[config.mk]
export PLATFORM = sky130hd
export DESIGN_NAME = xfer_end_ctrl
export DESIGN_NICKNAME = d
export VERILOG_FILES = /design/src/rtl/xfer_end_pkg.sv /design/src/rtl/xe_decode_timer.sv /design/src/rtl/xe_stop_sort.sv /design/src/rtl/xfer_end_ctrl.sv
export SDC_FILE = /design/constraint.sdc
export NUM_CORES = 1
export LEC_CHECK = 0
export BUFFER_PORTS_ARGS = -buffer_cell sky130_fd_sc_hd__buf_2
export CORE_UTILIZATION = 45
export CTS_CLUSTER_DIAMETER = 100
export DETAILED_ROUTE_END_ITERATION = 10
export PLACE_DENSITY = 0.75
export SYNTH_ARGS = -nofsm -noshare
export SYNTH_HDL_FRONTEND = slang
export SYNTH_SLANG_ARGS = --single-unit
export TNS_END_PERCENT = 5
[constraint.sdc]
create_clock -name clk -period 1.95 [get_ports clk]
set_input_delay 0.585 -clock clk [delete_from_list [all_inputs] [get_ports clk]]
set_output_delay 0.585 -clock clk [all_outputs]
set_load 0.1 [all_outputs]
[src/rtl/xfer_end_pkg.sv]
package xfer_end_pkg;

    typedef enum logic [2:0] {
        TC_NONE   = 3'd0,
        TC_NORMAL = 3'd1,
        TC_RETRY  = 3'd2,
        TC_DISCON = 3'd3,
        TC_TABORT = 3'd4,
        TC_MABORT = 3'd5
    } term_code_e;

    typedef enum logic [2:0] {
        ST_IDLE,
        ST_DECODE,
        ST_CLAIMED,
        ST_RELEASE,
        ST_FINISH
    } xe_state_e;

endpackage

[src/rtl/xe_decode_timer.sv]
module xe_decode_timer #(
    parameter int DECODE_CLKS = 4
) (
    input  logic clk,
    input  logic rst_n,
    input  logic clr,
    input  logic run,
    output logic window_last
);
    localparam int CW = $clog2(DECODE_CLKS + 1);
    localparam logic [CW-1:0] LAST = CW'(DECODE_CLKS);

    logic [CW-1:0] cnt_q;

    // cnt_q holds the index of the decode edge about to be sampled
    always_ff @(posedge clk) begin
        if (!rst_n || clr) begin
            cnt_q <= CW'(1);
        end else if (run && cnt_q != LAST) begin
            cnt_q <= cnt_q + CW'(1);
        end
    end

    assign window_last = run && (cnt_q == LAST);

endmodule

[src/rtl/xe_stop_sort.sv]
module xe_stop_sort
    import xfer_end_pkg::*;
(
    input  logic       stop_act,
    input  logic       sel_act,
    input  logic       rdy_act,
    input  logic       last_act,
    input  logic       seen_data,
    input  logic       claimed,
    output term_code_e verdict
);
    always_comb begin
        verdict = TC_NONE;
        if (stop_act && sel_act) begin
            verdict = (seen_data || rdy_act) ? TC_DISCON : TC_RETRY;
        end else if (stop_act && claimed) begin
            verdict = TC_TABORT;
        end else if (!stop_act && sel_act && rdy_act && last_act) begin
            verdict = TC_NORMAL;
        end
    end

endmodule

[src/rtl/xfer_end_ctrl.sv]
module xfer_end_ctrl
    import xfer_end_pkg::*;
#(
    parameter int DECODE_CLKS = 4
) (
    input  logic       clk,
    input  logic       rst_n,
    input  logic       txn_start,
    input  logic       special_cyc,
    input  logic       stop_n,
    input  logic       devsel_n,
    input  logic       trdy_n,
    input  logic       final_beat,
    output logic       frame_release,
    output logic [2:0] term_code,
    output logic       term_done
);
    xe_state_e  state_q, state_d;
    term_code_e code_q, code_d;
    term_code_e verdict;
    logic       spec_q;
    logic       seen_q;
    logic       window_last;
    logic       active;

    wire stop_act = !stop_n;
    wire sel_act  = !devsel_n;
    wire rdy_act  = !trdy_n;

    assign active = (state_q == ST_DECODE) || (state_q == ST_CLAIMED);

    xe_decode_timer #(.DECODE_CLKS(DECODE_CLKS)) u_timer (
        .clk         (clk),
        .rst_n       (rst_n),
        .clr         (state_q == ST_IDLE),
        .run         (state_q == ST_DECODE),
        .window_last (window_last)
    );

    xe_stop_sort u_sort (
        .stop_act  (stop_act),
        .sel_act   (sel_act),
        .rdy_act   (rdy_act),
        .last_act  (final_beat),
        .seen_data (seen_q),
        .claimed   (state_q == ST_CLAIMED),
        .verdict   (verdict)
    );

    // state register
    always_ff @(posedge clk) begin
        if (!rst_n) begin
            state_q <= ST_IDLE;
            code_q  <= TC_NONE;
            spec_q  <= 1'b0;
            seen_q  <= 1'b0;
        end else begin
            state_q <= state_d;
            code_q  <= code_d;
            if (state_q == ST_IDLE && txn_start) begin
                spec_q <= special_cyc;
                seen_q <= 1'b0;
            end else if (active && sel_act && rdy_act) begin
                seen_q <= 1'b1;
            end
        end
    end

    // next state
    always_comb begin
        state_d = state_q;
        code_d  = code_q;
        unique case (state_q)
            ST_IDLE: begin
                if (txn_start) begin
                    state_d = ST_DECODE;
                    code_d  = TC_NONE;
                end
            end
            ST_DECODE: begin
                if (verdict != TC_NONE) begin
                    state_d = (verdict == TC_NORMAL) ? ST_FINISH : ST_RELEASE;
                    code_d  = verdict;
                end else if (sel_act) begin
                    state_d = ST_CLAIMED;
                end else if (window_last) begin
                    state_d = ST_FINISH;
                    code_d  = spec_q ? TC_NORMAL : TC_MABORT;
                end
            end
            ST_CLAIMED: begin
                if (verdict != TC_NONE) begin
                    state_d = (verdict == TC_NORMAL) ? ST_FINISH : ST_RELEASE;
                    code_d  = verdict;
                end
            end
            ST_RELEASE: state_d = ST_FINISH;
            ST_FINISH:  state_d = ST_IDLE;
            default:    state_d = ST_IDLE;
        endcase
    end

    // outputs
    always_comb begin
        frame_release = (state_q == ST_RELEASE) || (state_q == ST_FINISH);
        term_done     = (state_q == ST_FINISH);
        term_code     = (state_q == ST_FINISH) ? code_q : TC_NONE;
    end

endmodule

==> results of run 1 <==
[layout make-up]
type,count,area share (%)
clock buffers,4,2.88
well taps,15,2.05
repair buffers,17,18.9
flip-flops and latches,11,25.3
multi-input cells,63,49.2
inverters,4,1.64
[report_power, final]
part | internal (µW) | leakage (µW) | switching (µW)
registers | 239 | 0.0000917 | 17.7
clock network | 79.2 | 0.0000150 | 73.0
logic | 78.4 | 0.000265 | 89.6
total | 397 | 0.000372 | 180
[per-layer routing]
layer	vias to the layer above	GRT usage [%]	wire, µm
li1	326	-	-
met1	309	20.3	540
met2	21	40.9	844
met3	4	9.44	107
met4	0	12.5	21
met5	-	0	0
[per-stage QoR]
stage	util, %	cells	setup TNS (ns)	power, µW
after CTS	66.4	111	0	573
after detailed placement	63.2	105	0	416
after global routing	68.5	114	0	616
after global placement	63.2	105	0	411
after floorplan	-	81	-1.68	379
final	68.5	114	0	577
[registers in the layout, indices dropped and copies added, names as in the netlist]
signal         count
code_q             3
seen_q             1
u_timer.cnt_q      3
spec_q             1
state_q            3
[logic make-up (layout without fill, tap and decap cells)]
| kind of cell | Yosys count | in the layout | synth area share, % |
|---|---|---|---|
| compound gates | 21 | 21 | 24.9 |
| xor+xnor | 2 | 2 | 2.62 |
| fa+ha+maj | 2 | 2 | 3.74 |
| simple gates | 36 | 36 | 28.3 |
| buf+inv | 7 | 25 | 4.31 |
| flops | 11 | 11 | 33.0 |
| mux | 2 | 2 | 3.18 |
[what timing repair did]
action                     4_1_cts  5_1_grt
resized for setup                1        2
setup endpoints to repair        4        4
setup buffers                    2        3
pin swaps                        2        3
[cells in the final DEF, fill, tap and decap left out, types with 2 or more instances in the layout]
cell,instances
and2_4,3
a31oi_1,2
dfxtp_4,3
inv_1,3
clkbuf_4,3
buf_2,7
buf_4,5
a21oi_1,4
nand3_1,3
dfxtp_1,8
nand2b_1,5
nor2_1,7
o31ai_1,2
buf_12,5
nor3_1,4
nor2b_1,2
nand2_1,6
a2111oi_0,2
ha_1,2
[worst max-delay path: stages, from the launching register on]
cell     delay, ns
dfxtp_4       0.39
nor3_4        0.25
and2_4        0.20
buf_12        0.16
[synthesized netlist by cell type, drive strengths merged]
cell type and n:
dfxtp 11, nor2 7, nand2 6, a21oi 5
nand2b 5, nor3 5, and2 4, inv 4
nand3 3, a2111oi 2, a21boi 2, a31oi 2
buf 2, ha 2, nor2b 2, o21ai 2
o31ai 2, a22o 1, and3 1, clkbuf 1
mux2 1, mux2i 1, nor3b 1, o211a 1
o211ai 1, o21a 1, o21bai 1, o311ai 1
or3 1, or3b 1, xnor2 1, xor2 1
[worst max-delay path by stage]
stage                    start  slack [ns]            end  cells after the start
finish              state_q[1]        0.09   term_code[2]                      3
global route        state_q[1]        0.01  frame_release                      3
CTS                 state_q[2]        0.02   term_code[2]                      4
detailed placement    devsel_n        0.18      code_q[2]                      5
global placement      devsel_n        0.17      code_q[2]                      5
floorplan           state_q[1]       -0.44   term_code[0]                      3
==> impl_metrics.toml, run 1 <==
[timing]
fin_ws_ns = 0.0874
rsz0062_at_grt = "false"
fin_crit_ns = 1.86
fin_worst_hold_slack_ns = 0.478
fmax_mhz = 537
tightestPinTransition_ns = 0.513
finalHoldViolations = 0
slew_viol_final = 0
setup_viol = 0
relSlewSlack_pct = 64.9
fin_skew_ns = 0.00319
period_share_pct = 95.5

[detailed_routing]
routedWlPerCell_um = 13.3
vias_per_cell = 5.79
wl_um = 1510
detail-route-antenna-nets = 0
drtIter0Drc = 21
first_pass_iters = 4
drc = 0
num_vias = 660

[die]
die_y_um = 40.5
io_pins = 13
rows = 13
design.core.area_um2 = 1330
fp.dieW_um = 40.5
start_util_pct = 50.1
design.die.area_um2 = 1640

[clocking]
cts_root_buf = "clkbuf_4"
clock_insertion_delay_worst_skew_ns = 0.27
cts_sinks = 11
path_clk_slew_ns = 0.07
cts_buffers = 3
cts_hold_buf = 0
cts_tree = "yes"
clock_tree.buffer_depth = 2
htreeDepth = 1

[setup_path]
start_kind = "flop"
r2r_end = "code_q[1]"
crit_type = "flop to primary output"
reg2reg_slack_ns = 0.35
worstPathMaxFanout = 12
crit_arrival_ns = 1.28
required_ns = 1.36
timing.rr.start = "state_q[0]"
cp-end-kind = "primary output"
reg2reg_depth = 5

[global_routing]
grt_max_degree = 14
grt_pass1_vias = 576
grt_overflow = 0
grt_pass1_wl_um = 2330
antenna_found_initial = 0
grt_usage_pct = 22.3

[final_layout]
multi_input_area_um2 = 449
fin_nets = 110
diodes = 0
drive_above_1_share_pct = 33.3
area_growth_pct = 36.7
seq_area_um2 = 231
final_area_um2 = 913
fill_cells = 114

[place]
port_buffers = 12
routabilityCongestion = 0.764
place_area_um2 = 843
pre_cts_ws_ns = 0.184
dp_hpwl_um = 1200

[power]
powerDensity_nw_per_um2 = 632
vdd_drop_max_mv = 0.492
p_leak_uw = 0.000372

[logic_synthesis]
yosysTopAreaCell = "dfxtp_1"
syn_nets = 91
netlist_area_um2 = 668
synth_cell_types = 35
syn_inst = 81
synthTopCellsByArea = "dfxtp_1 (33%), nand2b_1 (4.7%), nor2_1 (3.9%), o311ai_4 (3.9%), and2_1 (3.7%)"
ys_ff_latch = 11
ys_seq_area_share_pct = 33.0
postSynthAreaPerCell_um2 = 8.25
yosys_warnings = 0
synth_top_area_share_pct = 33.0

[run]
cap_violations = 0

[outcome]
status = "completed"

[worst_hold_path]
hold_path_end = "code_q[0]"
min_from = "code_q[0]"
hold_path.class = "flop to flop"
min_path_cells = 2
Note: power is estimated with default switching activity, not from simulation.
==> run 2: changes to the inputs <==
--- a/config.mk
+++ b/config.mk
@@ -6,11 +6,13 @@
 export NUM_CORES = 1
 export LEC_CHECK = 0
 export BUFFER_PORTS_ARGS = -buffer_cell sky130_fd_sc_hd__buf_2
+export CORE_MARGIN = 10
 export CORE_UTILIZATION = 45
 export CTS_CLUSTER_DIAMETER = 100
 export DETAILED_ROUTE_END_ITERATION = 10
-export PLACE_DENSITY = 0.75
+export PLACE_DENSITY = 0.74
 export SYNTH_ARGS = -nofsm -noshare
 export SYNTH_HDL_FRONTEND = slang
+export SYNTH_HIERARCHICAL = 1
 export SYNTH_SLANG_ARGS = --single-unit
 export TNS_END_PERCENT = 5
==> run 2 against run 1 <==
The flow now finishes with violations (negative setup slack). Register-to-register slack lost 0.30 ns. Sequential power is essentially flat. Maximum frequency shrank 4.9%. Power grew 18%. Design area grew 13%. Worst hold slack gained 0.0012 ns. Clock power grew 6%. Largest power group unchanged. Highest routed layer unchanged.
==> impl_metrics.toml, run 2 <==
[timing]
fin_skew_ns = 0.00468
tightestPinTransition_ns = 0.343
period_share_pct = 100
fin_ws_ns = -0.00835
finalHoldViolations = 0
relSlewSlack_pct = 77.1
slew_viol_final = 0
fmax_mhz = 511
fin_crit_ns = 1.96
rsz0062_at_grt = "true"
setup_viol = 2

[global_routing]
grt_usage_pct = 10.2
grt_pass1_wl_um = 2930
grt_pass1_vias = 683
grt_max_degree = 11
grt_overflow = 0
antenna_found_initial = 0

[clocking]
path_clk_slew_ns = 0.07
clock_insertion_delay_worst_skew_ns = 0.27
clock_tree.buffer_depth = 2
cts_tree = "yes"
cts_buffers = 3
cts_root_buf = "clkbuf_4"
htreeDepth = 1
cts_sinks = 11
cts_hold_buf = 0

[place]
place_area_um2 = 987
dp_hpwl_um = 1380
pre_cts_ws_ns = -0.140
port_buffers = 12
routabilityCongestion = 0.863

[setup_path]
cp_slowest_cell = "dfxtp_2"
cp_cell_sequence = "buf_6 -> nor3b_4 -> and2_4 -> buf_12"
cp-end-kind = "primary output"
crit_start = "state_q[1]"
crit_family = "simple AND/OR/NAND/NOR gates"
crit_path_max_incr_delay_ns = 0.32
cp_num_buf_inv = 2
timing.rr.start = "state_q[1]"
start_kind = "flop"
crit_arrival_ns = 1.37
required_ns = 1.36
crit_type = "flop to primary output"
worstPathMaxFanout = 5

[logic_synthesis]
syn_nets = 98
async_flop_share_pct = 0
netlist_area_um2 = 739
yosysTopAreaCell = "dfxtp_1"
ys_ff_latch = 11
yosys_most_used_dff = "dfxtp_1"
synth_edf_count = 0
yosys-top-cells-count = "dfxtp_1 (11), nand2_1 (9), inv_1 (7)"
synthTopCellsByArea = "dfxtp_1 (30%), nand2_1 (4.6%), inv_1 (3.6%), a21oi_1 (3.4%), and2_1 (3.4%)"
postSynthAreaPerCell_um2 = 8.40
synth_top_area_share_pct = 29.8
yosysMostFrequentCell = "dfxtp_1"
yosys_warnings = 6
ys_seq_area_share_pct = 29.8
syn_inst = 88
synth_cell_types = 41

[die]
design.die.area_um2 = 3660
design.core.area_um2 = 1520
rows = 14
die_y_um = 60.5
fp.dieW_um = 60.5
io_pins = 13
start_util_pct = 48.5

[final_layout]
final_area_um2 = 1030
top_regs = "code_q x3, state_q x3, u_timer/cnt_q x3"
area_growth_pct = 39.9
fill_cells = 130
final_common_cell = "buf_4"
drive_above_1_share_pct = 39.5
fin_nets = 125
post-route-util_pct = 67.9
final_cell_mix = "buf_4 (12), nand2_1 (9), dfxtp_1 (8), inv_1 (7), buf_2 (7)"
diodes = 0

[run]
cap_violations = 0

[power]
total_power_uw = 679
p_leak_uw = 0.000466
vdd_drop_max_mv = 0.479
powerDensity_nw_per_um2 = 656

[worst_hold_path]
hold_path.class = "flop to flop"
min_from = "code_q[2]"

[detailed_routing]
routedWlPerCell_um = 13.5
drtIter0Drc = 13
vias_per_cell = 5.47
detail-route-antenna-nets = 0
wl_um = 1760
first_pass_iters = 4
num_vias = 711
drc = 0

[outcome]
status = "finished, violations left"
violations = "negative setup slack"
run 2: cell types whose count changed in the layout (fill, tap and decap cells not counted), sizes merged, moves of 2 or more:
cell and delta:
buf +8, nand2b -4, nor2 -4, inv +3
nand2 +3, nor3 -3, o21ai +3, a2111oi -2
a21o +2, a31oi -2, nor3b +2, nor4 +2
or2 +2
run 2: cell type report:
class                   count  area, µm²  area share (%)
clock buffers               4       26.3            2.54
inverters                   7       26.3            2.54
multi-input cells          67        502            48.5
flip-flops and latches     11        224            21.6
well taps                  16       20.0            1.93
repair buffers             25        236            22.9
run 2: final timing paths:
path | slack, ns | depth (start not counted) | to
max reg2reg | 0.05 | 8 | code_q[0]
max | -0.008 | 4 | term_code[0]
min reg2reg | 0.48 | 1 | code_q[2]
min | 0.48 | 1 | code_q[2]
run 2: kinds of logic after synthesis:
logic type,count (synthesis),synth area share (%)
XOR/XNOR,2,2.37
AND/OR/NAND/NOR,37,31.6
AO/OA/AOI/OAI,25,25.6
multiplexers,1,1.35
flip-flops,11,29.8
adder cells (fa/ha/maj),2,3.38
buffers and inverters,10,5.92
run 2: through the flow:
step | hold slack [ns] | std cells | TNS [ns]
finish | 0.479 | 130 | -0.00924
global route | 0.493 | 130 | -0.172
CTS | 0.483 | 130 | -0.0777
detailed placement | 0.468 | 124 | -0.355
global placement | 0.450 | 124 | -0.121
floorplan | 0.435 | 88 | -1.95
run 2: power breakdown:
| part | switching (µW) | internal [µW] |
|---|---|---|
| Clock | 81.9 | 79.4 |
| Sequential | 15.4 | 244 |
| Combinational | 137 | 121 |
| Total | 234 | 445 |
run 2: what timing repair did:
item | CTS | global route
buffers inserted | 2 | 0
setup endpoints to repair | 4 | 5
pin swaps | 2 | 1
gates resized for setup | 3 | 0
run 2: metal layers:
layer  routed length [µm]  vias to the layer above  GRT usage (%)
met5                    0                        -              0
met1                  863                      327           12.3
met3                   53                        5           2.30
li1                     -                      363              -
met2                  809                       16           16.2
met4                   35                        0           5.64
==> run 3: changes to the inputs <==
--- a/config.mk
+++ b/config.mk
@@ -11,6 +11,7 @@
 export CTS_CLUSTER_DIAMETER = 100
 export DETAILED_ROUTE_END_ITERATION = 10
 export PLACE_DENSITY = 0.74
+export RECOVER_POWER = 25
 export SYNTH_ARGS = -nofsm -noshare
 export SYNTH_HDL_FRONTEND = slang
 export SYNTH_HIERARCHICAL = 1
==> run 3 against run 2 <==
The run still ends with negative setup slack left. Largest power group unchanged. Largest cell class unchanged. Clock-buffer cell count unchanged. Utilization shrank 0.25 points. First-iteration DRC count down 15%. Worst setup slack hardly changed. Highest routed layer unchanged. Sequential share of layout area grew 0.079 points. Critical path type unchanged. Design area down 0.36%.
==> impl_metrics.toml, run 3 (synthesized netlist as in run 2, its figures left out) <==
[setup_path]
start_kind = "flop"
crit_family = "simple AND/OR/NAND/NOR gates"
cp_num_cells = 4
cp_slowest_cell = "dfxtp_2"
cp_num_buf_inv = 2
crit_type = "flop to primary output"
required_ns = 1.36
cp-end-kind = "primary output"
reg2reg_slack_ns = 0.04
crit_arrival_ns = 1.37
timing.rr.start = "state_q[1]"
reg2reg_depth = 8
worstPathMaxFanout = 5
crit_path_max_incr_delay_ns = 0.32
r2r_end = "code_q[1]"
cp_cell_sequence = "buf_6 -> nor3b_4 -> and2_4 -> buf_12"

[power]
sequentialPowerShare_pct = 38.4
p_leak_uw = 0.000461
vdd_drop_max_mv = 0.476
switching_power_uw = 233
p_comb_share_pct = 37.9
switching_share_pct = 34.5
total_power_uw = 676
power_frac_clock_pct = 23.7
p_int_uw = 443
powerDensity_nw_per_um2 = 656

[global_routing]
grt_pass1_wl_um = 2930
grt_pass1_vias = 683
antenna_found_initial = 0
grt_usage_pct = 10.2
grt_overflow = 0
grt_max_degree = 11

[timing]
fin_skew_ns = 0.00369
tightestPinTransition_ns = 0.358
fin_crit_ns = 1.96
fin_ws_ns = -0.00851
setup_viol = 2
period_share_pct = 100
relSlewSlack_pct = 76.1
slew_viol_final = 0
finalHoldViolations = 0
fmax_mhz = 511
rsz0062_at_grt = "true"

[worst_hold_path]
min_path_cells = 1
hold_path.class = "flop to flop"
min_from = "code_q[2]"
hold_path_end = "code_q[2]"

[clocking]
cts_buffers = 3
path_clk_slew_ns = 0.07
clock_tree.buffer_depth = 2
clock_insertion_delay_worst_skew_ns = 0.27
cts_hold_buf = 0
cts_tree = "yes"
htreeDepth = 1
cts_root_buf = "clkbuf_4"
cts_sinks = 11

[final_layout]
top_regs = "code_q x3, state_q x3, u_timer/cnt_q x3"
diodes = 0
drive_above_1_share_pct = 38.6
final_cells = 130
final_common_cell = "buf_4"
seq_area_um2 = 224
fin_nets = 125
final_area_um2 = 1030
area_growth_pct = 39.4
fill_cells = 130
multi_input_area_um2 = 502
final_cell_mix = "buf_4 (11), nand2_1 (9), dfxtp_1 (8), inv_1 (7), buf_2 (7)"

[die]
io_pins = 13
start_util_pct = 48.5
rows = 14
die_y_um = 60.5
design.core.area_um2 = 1520
design.die.area_um2 = 3660
fp.dieW_um = 60.5

[place]
place_area_um2 = 987
dp_cells = 124
port_buffers = 12
routabilityCongestion = 0.863
dp_hpwl_um = 1380

[detailed_routing]
detail-route-antenna-nets = 0
vias_per_cell = 5.46
num_vias = 710
drtIter0Drc = 11
wl_um = 1780
routedWlPerCell_um = 13.7
first_pass_iters = 4
drc = 0

[run]
cap_violations = 0

[outcome]
status = "finished, violations left"
violations = "negative setup slack"
## run 3: layout make-up
class | count | area share, %
Sequential cell | 11 | 21.7
Multi-Input combinational cell | 67 | 48.7
Tap cell | 16 | 1.94
Inverter | 7 | 2.55
Timing Repair Buffer | 25 | 22.6
Clock buffer | 4 | 2.55
## run 3: what timing repair did
action,CTS,global route
pin swaps,2,1
endpoints found under the setup margin,4,5
endpoints found under the hold margin,0,0
gates resized for setup,3,0
buffers inserted,2,0
## run 3: worst max-delay path by stage
stage                from            to  slack [ns]
6_report       state_q[1]  term_code[0]      -0.009
5_1_grt        state_q[1]  term_code[0]       -0.06
4_1_cts        state_q[1]  term_code[0]       -0.03
3_5_place_dp       trdy_n     code_q[0]       -0.14
3_3_place_gp     devsel_n     code_q[2]       -0.05
2_1_floorplan  state_q[0]  term_code[0]       -0.53
## run 3: through the flow
| step | setup slack (ns) | utilization, % | hold WS, ns | setup TNS (ns) |
|---|---|---|---|---|
| after floorplan | -0.533 | - | 0.435 | -1.95 |
| after global placement | -0.0456 | 64.8 | 0.450 | -0.121 |
| after detailed placement | -0.140 | 64.8 | 0.468 | -0.355 |
| after CTS | -0.0321 | 67.9 | 0.483 | -0.0777 |
| after global routing | -0.0574 | 67.7 | 0.493 | -0.227 |
| final | -0.00851 | 67.7 | 0.479 | -0.00947 |
## run 3: worst register-to-register path: stages (launching register included)
cell      delay (ns)
dfxtp_2         0.32
buf_4           0.13
clkbuf_1        0.19
nor2_1          0.20
and2_1          0.18
and3_2          0.24
a21oi_2         0.07
a21o_2          0.22
a32o_1          0.25
## run 3: power by group through the flow
stage	Combinational [µW]	Sequential [µW]	Clock (µW)
floorplan	184	259	0
global route	279	263	168
CTS	257	260	161
global placement	242	264	0
detailed placement	247	265	0
finish	256	260	160
## run 3: routing by layer
metal / track usage (%) / vias up / wire length, µm
li1: - / 362 / -
met1: 12.3 / 319 / 860
met2: 16.2 / 24 / 802
met3: 2.30 / 5 / 76
met4: 5.64 / 0 / 34
met5: 0 / - / 0
